[src/rtl/idf_pkg.sv]
package idf_pkg;

    typedef enum logic [1:0] {
        FM_WIDE32 = 2'b00,
        FM_HALF16 = 2'b01,
        FM_BYTE8  = 2'b10,
        FM_SHUT   = 2'b11
    } fmode_e;

endpackage

[src/rtl/idf_byte_match.sv]
module idf_byte_match #(
    parameter int W = 8
) (
    input  logic [W-1:0] id_val,
    input  logic [W-1:0] code_val,
    input  logic [W-1:0] mask_val,
    output logic         hit
);
    // A bit passes when it equals the code bit or when its mask bit is set.
    always_comb begin
        hit = &((~(id_val ^ code_val)) | mask_val);
    end
endmodule

[src/rtl/idf_bank.sv]
module idf_bank #(
    parameter int BYTE_W     = 8,
    parameter int BANK_BYTES = 4,
    localparam int HALVES    = BANK_BYTES / 2,
    localparam int VEC_W     = BANK_BYTES * BYTE_W
) (
    input  logic [VEC_W-1:0]      id_vec,
    input  logic [VEC_W-1:0]      code_vec,
    input  logic [VEC_W-1:0]      mask_vec,
    output logic                  m_full,
    output logic [HALVES-1:0]     m_half,
    output logic [BANK_BYTES-1:0] m_byte
);
    logic [BANK_BYTES-1:0] full_b;
    logic [BANK_BYTES-1:0] half_b;

    for (genvar j = 0; j < BANK_BYTES; j++) begin : g_byte
        // Wide mode: code byte j against identifier byte j.
        idf_byte_match #(.W(BYTE_W)) u_full (
            .id_val  (id_vec[j*BYTE_W +: BYTE_W]),
            .code_val(code_vec[j*BYTE_W +: BYTE_W]),
            .mask_val(mask_vec[j*BYTE_W +: BYTE_W]),
            .hit     (full_b[j])
        );

        // Half mode: code byte j against identifier byte (j mod 2).
        idf_byte_match #(.W(BYTE_W)) u_half (
            .id_val  (id_vec[(j % 2)*BYTE_W +: BYTE_W]),
            .code_val(code_vec[j*BYTE_W +: BYTE_W]),
            .mask_val(mask_vec[j*BYTE_W +: BYTE_W]),
            .hit     (half_b[j])
        );

        // Byte mode: code byte j against identifier byte 0.
        idf_byte_match #(.W(BYTE_W)) u_one (
            .id_val  (id_vec[0 +: BYTE_W]),
            .code_val(code_vec[j*BYTE_W +: BYTE_W]),
            .mask_val(mask_vec[j*BYTE_W +: BYTE_W]),
            .hit     (m_byte[j])
        );
    end

    for (genvar k = 0; k < HALVES; k++) begin : g_half
        assign m_half[k] = half_b[2*k] & half_b[2*k+1];
    end

    assign m_full = &full_b;
endmodule

[src/rtl/idf_prio.sv]
module idf_prio #(
    parameter int N     = 8,
    localparam int IDXW = (N > 1) ? $clog2(N) : 1
) (
    input  logic [N-1:0]    req,
    output logic            any,
    output logic [IDXW-1:0] idx
);
    // Scan from the top index down so that the lowest match wins.
    always_comb begin
        any = |req;
        idx = '0;
        for (int i = N - 1; i >= 0; i--) begin
            if (req[i]) idx = IDXW'(i);
        end
    end
endmodule

[src/rtl/id_accept_filter.sv]
module id_accept_filter #(
    parameter int BYTE_W     = 8,
    parameter int BANK_BYTES = 4,
    parameter int NUM_BANKS  = 2,
    localparam int HALVES    = BANK_BYTES / 2,
    localparam int NUM_FILT  = NUM_BANKS * BANK_BYTES,
    localparam int IDX_W     = $clog2(NUM_FILT),
    localparam int ID_W      = BANK_BYTES * BYTE_W,
    localparam int CFG_W     = NUM_FILT * BYTE_W
) (
    input  logic             clk,
    input  logic             rst,
    input  logic             id_valid,
    input  logic [ID_W-1:0]  id_bytes,
    input  logic [CFG_W-1:0] code_bytes,
    input  logic [CFG_W-1:0] mask_bytes,
    input  logic [1:0]       mode,
    output logic             accept,
    output logic [IDX_W-1:0] hit_idx
);
    import idf_pkg::*;

    typedef struct packed {
        logic             accept;
        logic [IDX_W-1:0] hit;
    } out_s;

    logic [NUM_BANKS-1:0]        full_v;
    logic [NUM_BANKS*HALVES-1:0] half_v;
    logic [NUM_FILT-1:0]         byte_v;
    logic [NUM_FILT-1:0]         hits;
    logic                        any_hit;
    logic [IDX_W-1:0]            first_hit;
    out_s                        st_d, st_q;

    // One comparison bank per group of code/mask bytes.
    for (genvar b = 0; b < NUM_BANKS; b++) begin : g_bank
        idf_bank #(.BYTE_W(BYTE_W), .BANK_BYTES(BANK_BYTES)) u_bank (
            .id_vec  (id_bytes),
            .code_vec(code_bytes[b*ID_W +: ID_W]),
            .mask_vec(mask_bytes[b*ID_W +: ID_W]),
            .m_full  (full_v[b]),
            .m_half  (half_v[b*HALVES +: HALVES]),
            .m_byte  (byte_v[b*BANK_BYTES +: BANK_BYTES])
        );
    end

    // Gather the hit vector that belongs to the selected split.
    always_comb begin
        hits = '0;
        case (fmode_e'(mode))
            FM_WIDE32: hits[NUM_BANKS-1:0]        = full_v;
            FM_HALF16: hits[NUM_BANKS*HALVES-1:0] = half_v;
            FM_BYTE8:  hits                       = byte_v;
            default:   hits                       = '0;
        endcase
    end

    idf_prio #(.N(NUM_FILT)) u_prio (
        .req(hits),
        .any(any_hit),
        .idx(first_hit)
    );

    always_comb begin
        st_d        = st_q;
        st_d.accept = id_valid & any_hit;
        if (id_valid && any_hit) st_d.hit = first_hit;
    end

    always_ff @(posedge clk) begin
        if (rst) st_q <= '0;
        else     st_q <= st_d;
    end

    assign accept  = st_q.accept;
    assign hit_idx = st_q.hit;
endmodule

[config.mk]
export PLATFORM = sky130hd
export DESIGN_NAME = id_accept_filter
export DESIGN_NICKNAME = d
export VERILOG_FILES = /design/src/rtl/idf_pkg.sv /design/src/rtl/idf_byte_match.sv /design/src/rtl/idf_bank.sv /design/src/rtl/idf_prio.sv /design/src/rtl/id_accept_filter.sv
export SDC_FILE = /design/constraint.sdc
export NUM_CORES = 1
export LEC_CHECK = 0
export BUFFER_PORTS_ARGS = -buffer_cell sky130_fd_sc_hd__buf_2
export CORE_AREA = 2 2 75 91
export CTS_BUF_LIST = sky130_fd_sc_hd__clkbuf_8
export DETAILED_ROUTE_END_ITERATION = 8
export DIE_AREA = 0 0 77 93
export HOLD_SLACK_MARGIN = 0.06
export PLACE_DENSITY_LB_ADDON = 0.08
export SETUP_SLACK_MARGIN = 0.3
export SYNTH_ARGS = -nofsm -noshare
export SYNTH_HDL_FRONTEND = slang
export SYNTH_SLANG_ARGS = --single-unit
[constraint.sdc]
create_clock -name clk -period 2.6 [get_ports clk]
set_clock_uncertainty 0.2 [all_clocks]
set_input_delay 0.52 -clock clk [delete_from_list [all_inputs] [get_ports clk]]
set_output_delay 0.52 -clock clk [all_outputs]
set_load 0.03 [all_outputs]
### Yosys cells after proc, flatten, opt, wreduce, memory -nomap -nowiden

Index checks and enable logic that the tools add are counted.

* register bits: 4
* bits in latches: 0
* bits in writable memories: 0
* bits in read-only memories: 0
* input port bits: 165
* output and inout port bits: 4
* logic and storage cells: 85
* memories kept: 0

* add/subtract/negate cells: 0
* multiply operators: 0
* divide/modulo/power cells: 0
* magnitude comparators: 0
* eq/ne operators: 2
* shift operators: 0
* multiplexer cells: 11
* bitwise logic cells: 53
* reductions and logical operators: 17

Operators by type and width (number)
* $not 8->8: 16
* $or 8x8->8: 16
* $xor 8x8->8: 16
* $reduce_and 8->1: 12
* $reduce_and 32->1: 2
* $mux 3: 8
* $reduce_or 8->1: 1
* $pmux 2 s3: 1
* $and 1x1->1: 5
* $mux 4: 1
* $pmux 2 s2: 1
* $eq 2x1->1 const B: 1
* $eq 2x2->1 const B: 1
* $logic_not 2->1: 1
* $logic_and 1x1->1: 1

### Depth between registers and ports, before layout

* word-level depth: 13
* depth in mapped cells: 10
* gate-level depth less buffers: 9

### By module

From an unflattened synthesis, not the netlist that was laid out.

* cell total of the unflattened synthesis: 364
* area, all modules: 2996.6 um^2

Modules (own cells, without submodules)
* idf_byte_match: instances 24, cells each 13, area an instance 107.6 um^2, seq. area each 0.0 um^2
* id_accept_filter: instances 1, cells each 33, area an instance 290.3 um^2, seq. area each 80.1 um^2
* idf_prio: instances 1, cells each 13, area an instance 81.3 um^2, seq. area each 0.0 um^2
* idf_bank: instances 2, cells each 3, area an instance 21.3 um^2, seq. area each 0.0 um^2

### Worst setup path before layout

No wires, ideal clock.

* path type: input to register
* start point: input mode[0]
* end point: register st_q (netlist bit hit_idx[0])
* setup time: 0.072 ns
* arrival: 2.391 ns
* required time: 2.328 ns
* slack: -0.063 ns
* stages on the path: 10
* buffers on the path: 1
* cell sequence: inv_1 ha_1 clkbuf_1 o21ai_0 or3_1 a2111o_1 a21boi_1 o22ai_1 a311o_1 mux2i_1

* longest elaborated chain between the ends: 10
* elaborated cells on any way between the ends: 16
* those cells by class: eq/ne: 2; mux: 11; reduce/logical: 3

RTL lines
* start, declared: RTL line id_accept_filter.sv:17 `input logic [1:0] mode,`
* $eq 2x2->1: RTL line id_accept_filter.sv:51 `case (fmode_e'(mode))`
* $mux 4: RTL line id_accept_filter.sv:51
* $mux 3 (8 in series): RTL line idf_prio.sv:14 `if (req[i]) idx = IDXW'(i);`
* end signal, assigned: RTL line id_accept_filter.sv:73 `else st_q <= st_d;`
* end, declared: RTL line id_accept_filter.sv:34 `out_s st_d, st_q;`

Several ways; a longest one is shown, not always the timed one.
A chain may end at the register's enable or synchronous reset.

### Worst setup path in the final report

* start point: input id_bytes[21]
* end point: register st_q (netlist bit hit_idx[0])

* longest elaborated chain between the ends: 7
* elaborated cells on any way between the ends: 13
* those cells by class: mux: 3; bitwise: 6; reduce/logical: 4

RTL lines
* start, declared: RTL line id_accept_filter.sv:14 `input logic [ID_W-1:0] id_bytes,`
* $xor 8x8->8: RTL line idf_byte_match.sv:11 `hit = &((~(id_val ^ code_val)) | mask_val);`
* $not 8->8: RTL line idf_byte_match.sv:11
* $or 8x8->8: RTL line idf_byte_match.sv:11
* $reduce_and 32->1: RTL line idf_bank.sv:47 `assign m_full = &full_b;`
* $pmux 2 s3 *: RTL line id_accept_filter.sv:51
* $reduce_or 8->1 / $mux 3 (equally long branches): RTL line idf_prio.sv:11, idf_prio.sv:14
* $logic_and 1x1->1 / $mux 3 (equally long branches): RTL line id_accept_filter.sv:68, idf_prio.sv:14

Mark *: on every way between the ends. The rest lies on a longest branch, timed or not.

==> run summary <==
=====================================================================================
Worst Setup Slack post-DPL .............................................    -0.195 ns
Fraction of met3 tracks used by global routing .........................        2.41%
Number of nets in the final layout .....................................          647
Kind of critical path ..................................................       in2reg
Area growth syn-to-layout ..............................................        76.0%
Synth area leaders ..................................................... sky130_fd_sc_hd__xnor2_1 49%, sky130_fd_sc_hd__o22ai_1 14%, sky130_fd_sc_hd__dfxtp_1 3.7%
Peak Freq ..............................................................      418 MHz
Post-Synth XOR/XNOR Area ...............................................        52.6%
# setup viols final ....................................................            0
Layout cell share with drive strength beyond 1 .........................        53.4%
Warnings from Yosys ....................................................            0
Die outline height .....................................................        93 um
Pin slew with the least headroom to its limit ..........................     0.426 ns
Fin util ...............................................................        59.7%
Total clock sinks ......................................................            4
Antenna-violating nets left ............................................            0
DP HPWL ................................................................      8.26 mm
Number of clock buffers inserted by TritonCTS ..........................            3
Wire length of the first global-routing pass ...........................      14.1 mm
Overall Global Routing Usage ...........................................        25.2%
Mean routed wirelength per cell ........................................      16.8 um
Master cell of the clock root buffer ................................... sky130_fd_sc_hd__clkbuf_8
Final global-route overflow total ......................................            0
Detailed Route Iter0 Violations ........................................           73
Gate count after technology mapping ....................................          277
Port-buffer cells ......................................................          168
Max FO, Critical Path ..................................................            2
Drt total wl ...........................................................      9.44 mm
Number of global-route vias before repair ..............................        2,936
Clock period minus final worst setup slack .............................      2.39 ns
Multi-input gate area ..................................................    2270 um^2
Adder-cell area share of the yosys netlist .............................        2.33%
Core ar. ...............................................................    6330 um^2
Arrival time of data at the critical path endpoint .....................      2.34 ns
Final number of max-transition violations ..............................            0
Fin worst setup slack ..................................................     0.208 ns
Seq/Total Area, Yosys ..................................................        3.73%
Period utilization .....................................................        92.0%
Final estimated routing congestion in global placement .................        0.910
Final antenna diode count ..............................................            0
Power per unit of standard cell area ...................................  240 nW/um^2
Hold crit path type ....................................................      reg2reg
Crit-path slowest cell ................................................. sky130_fd_sc_hd__or3_1
Number of H-tree levels ................................................            1
Clock-pin slew on the worst setup and hold paths .......................      0.04 ns
Largest net degree at the start of global routing ......................            9
Max Root-Sink Buffers ..................................................            2
Count of flip-flops with a built-in enable after synthesis .............            0
Sort of element at the end of the critical path ........................         flop
Result of the run ...................................................... finished, final reports clean
Worst IR Drop VDD ......................................................       160 uV
Row cnt ................................................................           32
Setup repair after global routing missed its margin ....................          yes
Vias post-DR ...........................................................        2,844
Cell breakdown of the critical path .................................... buf_2 -> xnor2_2 -> o22ai_2 -> nor4_1 -> buf_4 -> o211ai_1 -> or3_1 -> a311o_1 -> mux2i_1
Count of unresolved DRC violations after routing .......................            0
Number of optimization iterations in the first detailed-route pass .....            5
Initial Util ...........................................................        33.9%
Global-route track usage on met2 .......................................        49.9%
Slew HR ................................................................        71.5%
Post-synthesis cell type with the largest combined area ................ sky130_fd_sc_hd__xnor2_1
Yosys cell types .......................................................           39
Register area ..........................................................    80.1 um^2
Synth Flop Type ........................................................ sky130_fd_sc_hd__dfxtp_1
Vias per std cell ......................................................         5.07
Proportion of synthesized area in mux cells ............................       0.466%
Mean area per synthesized cell .........................................    7.75 um^2
Area of the mapped netlist .............................................    2150 um^2
Nets in the synthesized netlist ........................................          446
Die width ..............................................................        77 um
Count of endpoints failing hold in the final timing report .............            0
Die area ...............................................................    7160 um^2
Antenna violations before repair .......................................            0
Number of filler instances in the final layout .........................          623
Complex-gate fraction of the synthesized area ..........................        26.9%
Post-synthesis share of cell area spent on and, or, nand and nor gates .        8.39%
CTS tree ...............................................................          yes
Ys async rst share .....................................................           0%
Worst skew pair latency ................................................      0.22 ns
Top cell type's share of synthesized area ..............................        49.4%
Dominant combinational cell family by area after synthesis ............. XOR/XNOR gates
Max Cap Violations .....................................................            0
Stage delay of the slowest cell on the critical path ...................      0.40 ns
GRT Max-Usage Layer ....................................................         met2
Commonest cells in the netlist ......................................... 121 x sky130_fd_sc_hd__xnor2_1, 47 x sky130_fd_sc_hd__o22ai_1, 11 x sky130_fd_sc_hd__inv_1
Startpoint type of the worst setup path ................................    input pin
Most common cell in the synthesized netlist ............................ sky130_fd_sc_hd__xnor2_1
Data required time of the worst path ...................................      2.55 ns
Number of buffers added to fix hold violations after cts ...............            0
Hold Slack .............................................................     0.299 ns
Static power due to leakage ............................................      1.61 nW
Flip-flop and latch count after synthesis ..............................            4
Number of top-level design ports .......................................          169
Global routing met1 resource utilization ...............................        28.1%
=====================================================================================
==> layout by cell type (no fill, tap or decap), types with 5 or more instances in the layout <==
cell and count:
sky130_fd_sc_hd__o22ai_1 40, sky130_fd_sc_hd__o22a_1 7, sky130_fd_sc_hd__buf_2 155, sky130_fd_sc_hd__xor2_1 6, sky130_fd_sc_hd__nor2_1 9, sky130_fd_sc_hd__inv_1 8, sky130_fd_sc_hd__o211ai_1 7, sky130_fd_sc_hd__buf_6 12
sky130_fd_sc_hd__a21oi_1 5, sky130_fd_sc_hd__nor3_1 5, sky130_fd_sc_hd__o22ai_2 7, sky130_fd_sc_hd__xnor2_1 108, sky130_fd_sc_hd__xnor2_2 12, sky130_fd_sc_hd__buf_4 37
==> metrics by stage <==
step | cells | cell area, um^2 | TNS, ns | power (mW)
after detailed placement | 553 | 3310 | -0.357 | 0.678
final | 561 | 3780 | 0 | 0.907
after CTS | 558 | 3470 | 0 | 0.841
after floorplan | 277 | 2210 | 0 | 0.395
after global placement | 553 | 3310 | -0.448 | 0.679
after global routing | 561 | 3780 | 0 | 0.968
==> where the power goes <==
part / switching (mW) / leakage, nW / internal, mW
Clock: 0.0381 / 0.0216 / 0.0992
Combinational: 0.326 / 1.55 / 0.378
Sequential: 0.00104 / 0.0324 / 0.0642
Total: 0.365 / 1.61 / 0.542
==> cells by family after synthesis <==
kind of cell,count (synthesis)
AO/OA/AOI/OAI,85
XOR/XNOR,128
adder cells (fa/ha/maj),4
buffers and inverters,22
flip-flops,4
multiplexers,1
AND/OR/NAND/NOR,33
==> layer usage <==
metal,vias to the layer above,share of wire [%]
met5,-,0
met1,1298,38
li1,1410,-
met2,118,54
met4,0,2.5
met3,18,5.4
==> critical path: cells and delay by family <==
| kind | cells | cell delay (ns) |
|---|---|---|
| compound gates | 3 | 0.59 |
| xor+xnor | 1 | 0.16 |
| buf+inv | 2 | 0.29 |
| mux | 1 | 0.12 |
| simple gates | 2 | 0.67 |
==> final timing paths <==
check                             startpoint    endpoint  slack [ns]  cells past startpoint
worst max-delay path            id_bytes[21]  hit_idx[0]        0.21                      9
worst min-delay path              hit_idx[2]  hit_idx[2]        0.30                      2
worst max register to register    hit_idx[2]  hit_idx[2]        1.76                      2
worst min register to register    hit_idx[2]  hit_idx[2]        0.30                      2
==> what timing repair did <==
action | CTS | global route
resized for setup | 23 | 54
hold endpoints to repair | 0 | 0
setup endpoints to repair | 4 | 4
pin swaps | 10 | 32
buffers inserted | 2 | 3
==> flip-flops by register name (all words and copies together), names as in the netlist <==
register,count
accept,1
hit_idx,3
==> layout make-up <==
class,instances,share of cell area (%)
Timing Repair Buffer,207,32.6
Inverter,11,1.16
Tap cell,85,2.81
Sequential cell,4,2.12
Clock buffer,3,1.09
Multi-Input combinational cell,251,60.2
Power figures use the tool's default switching activity.
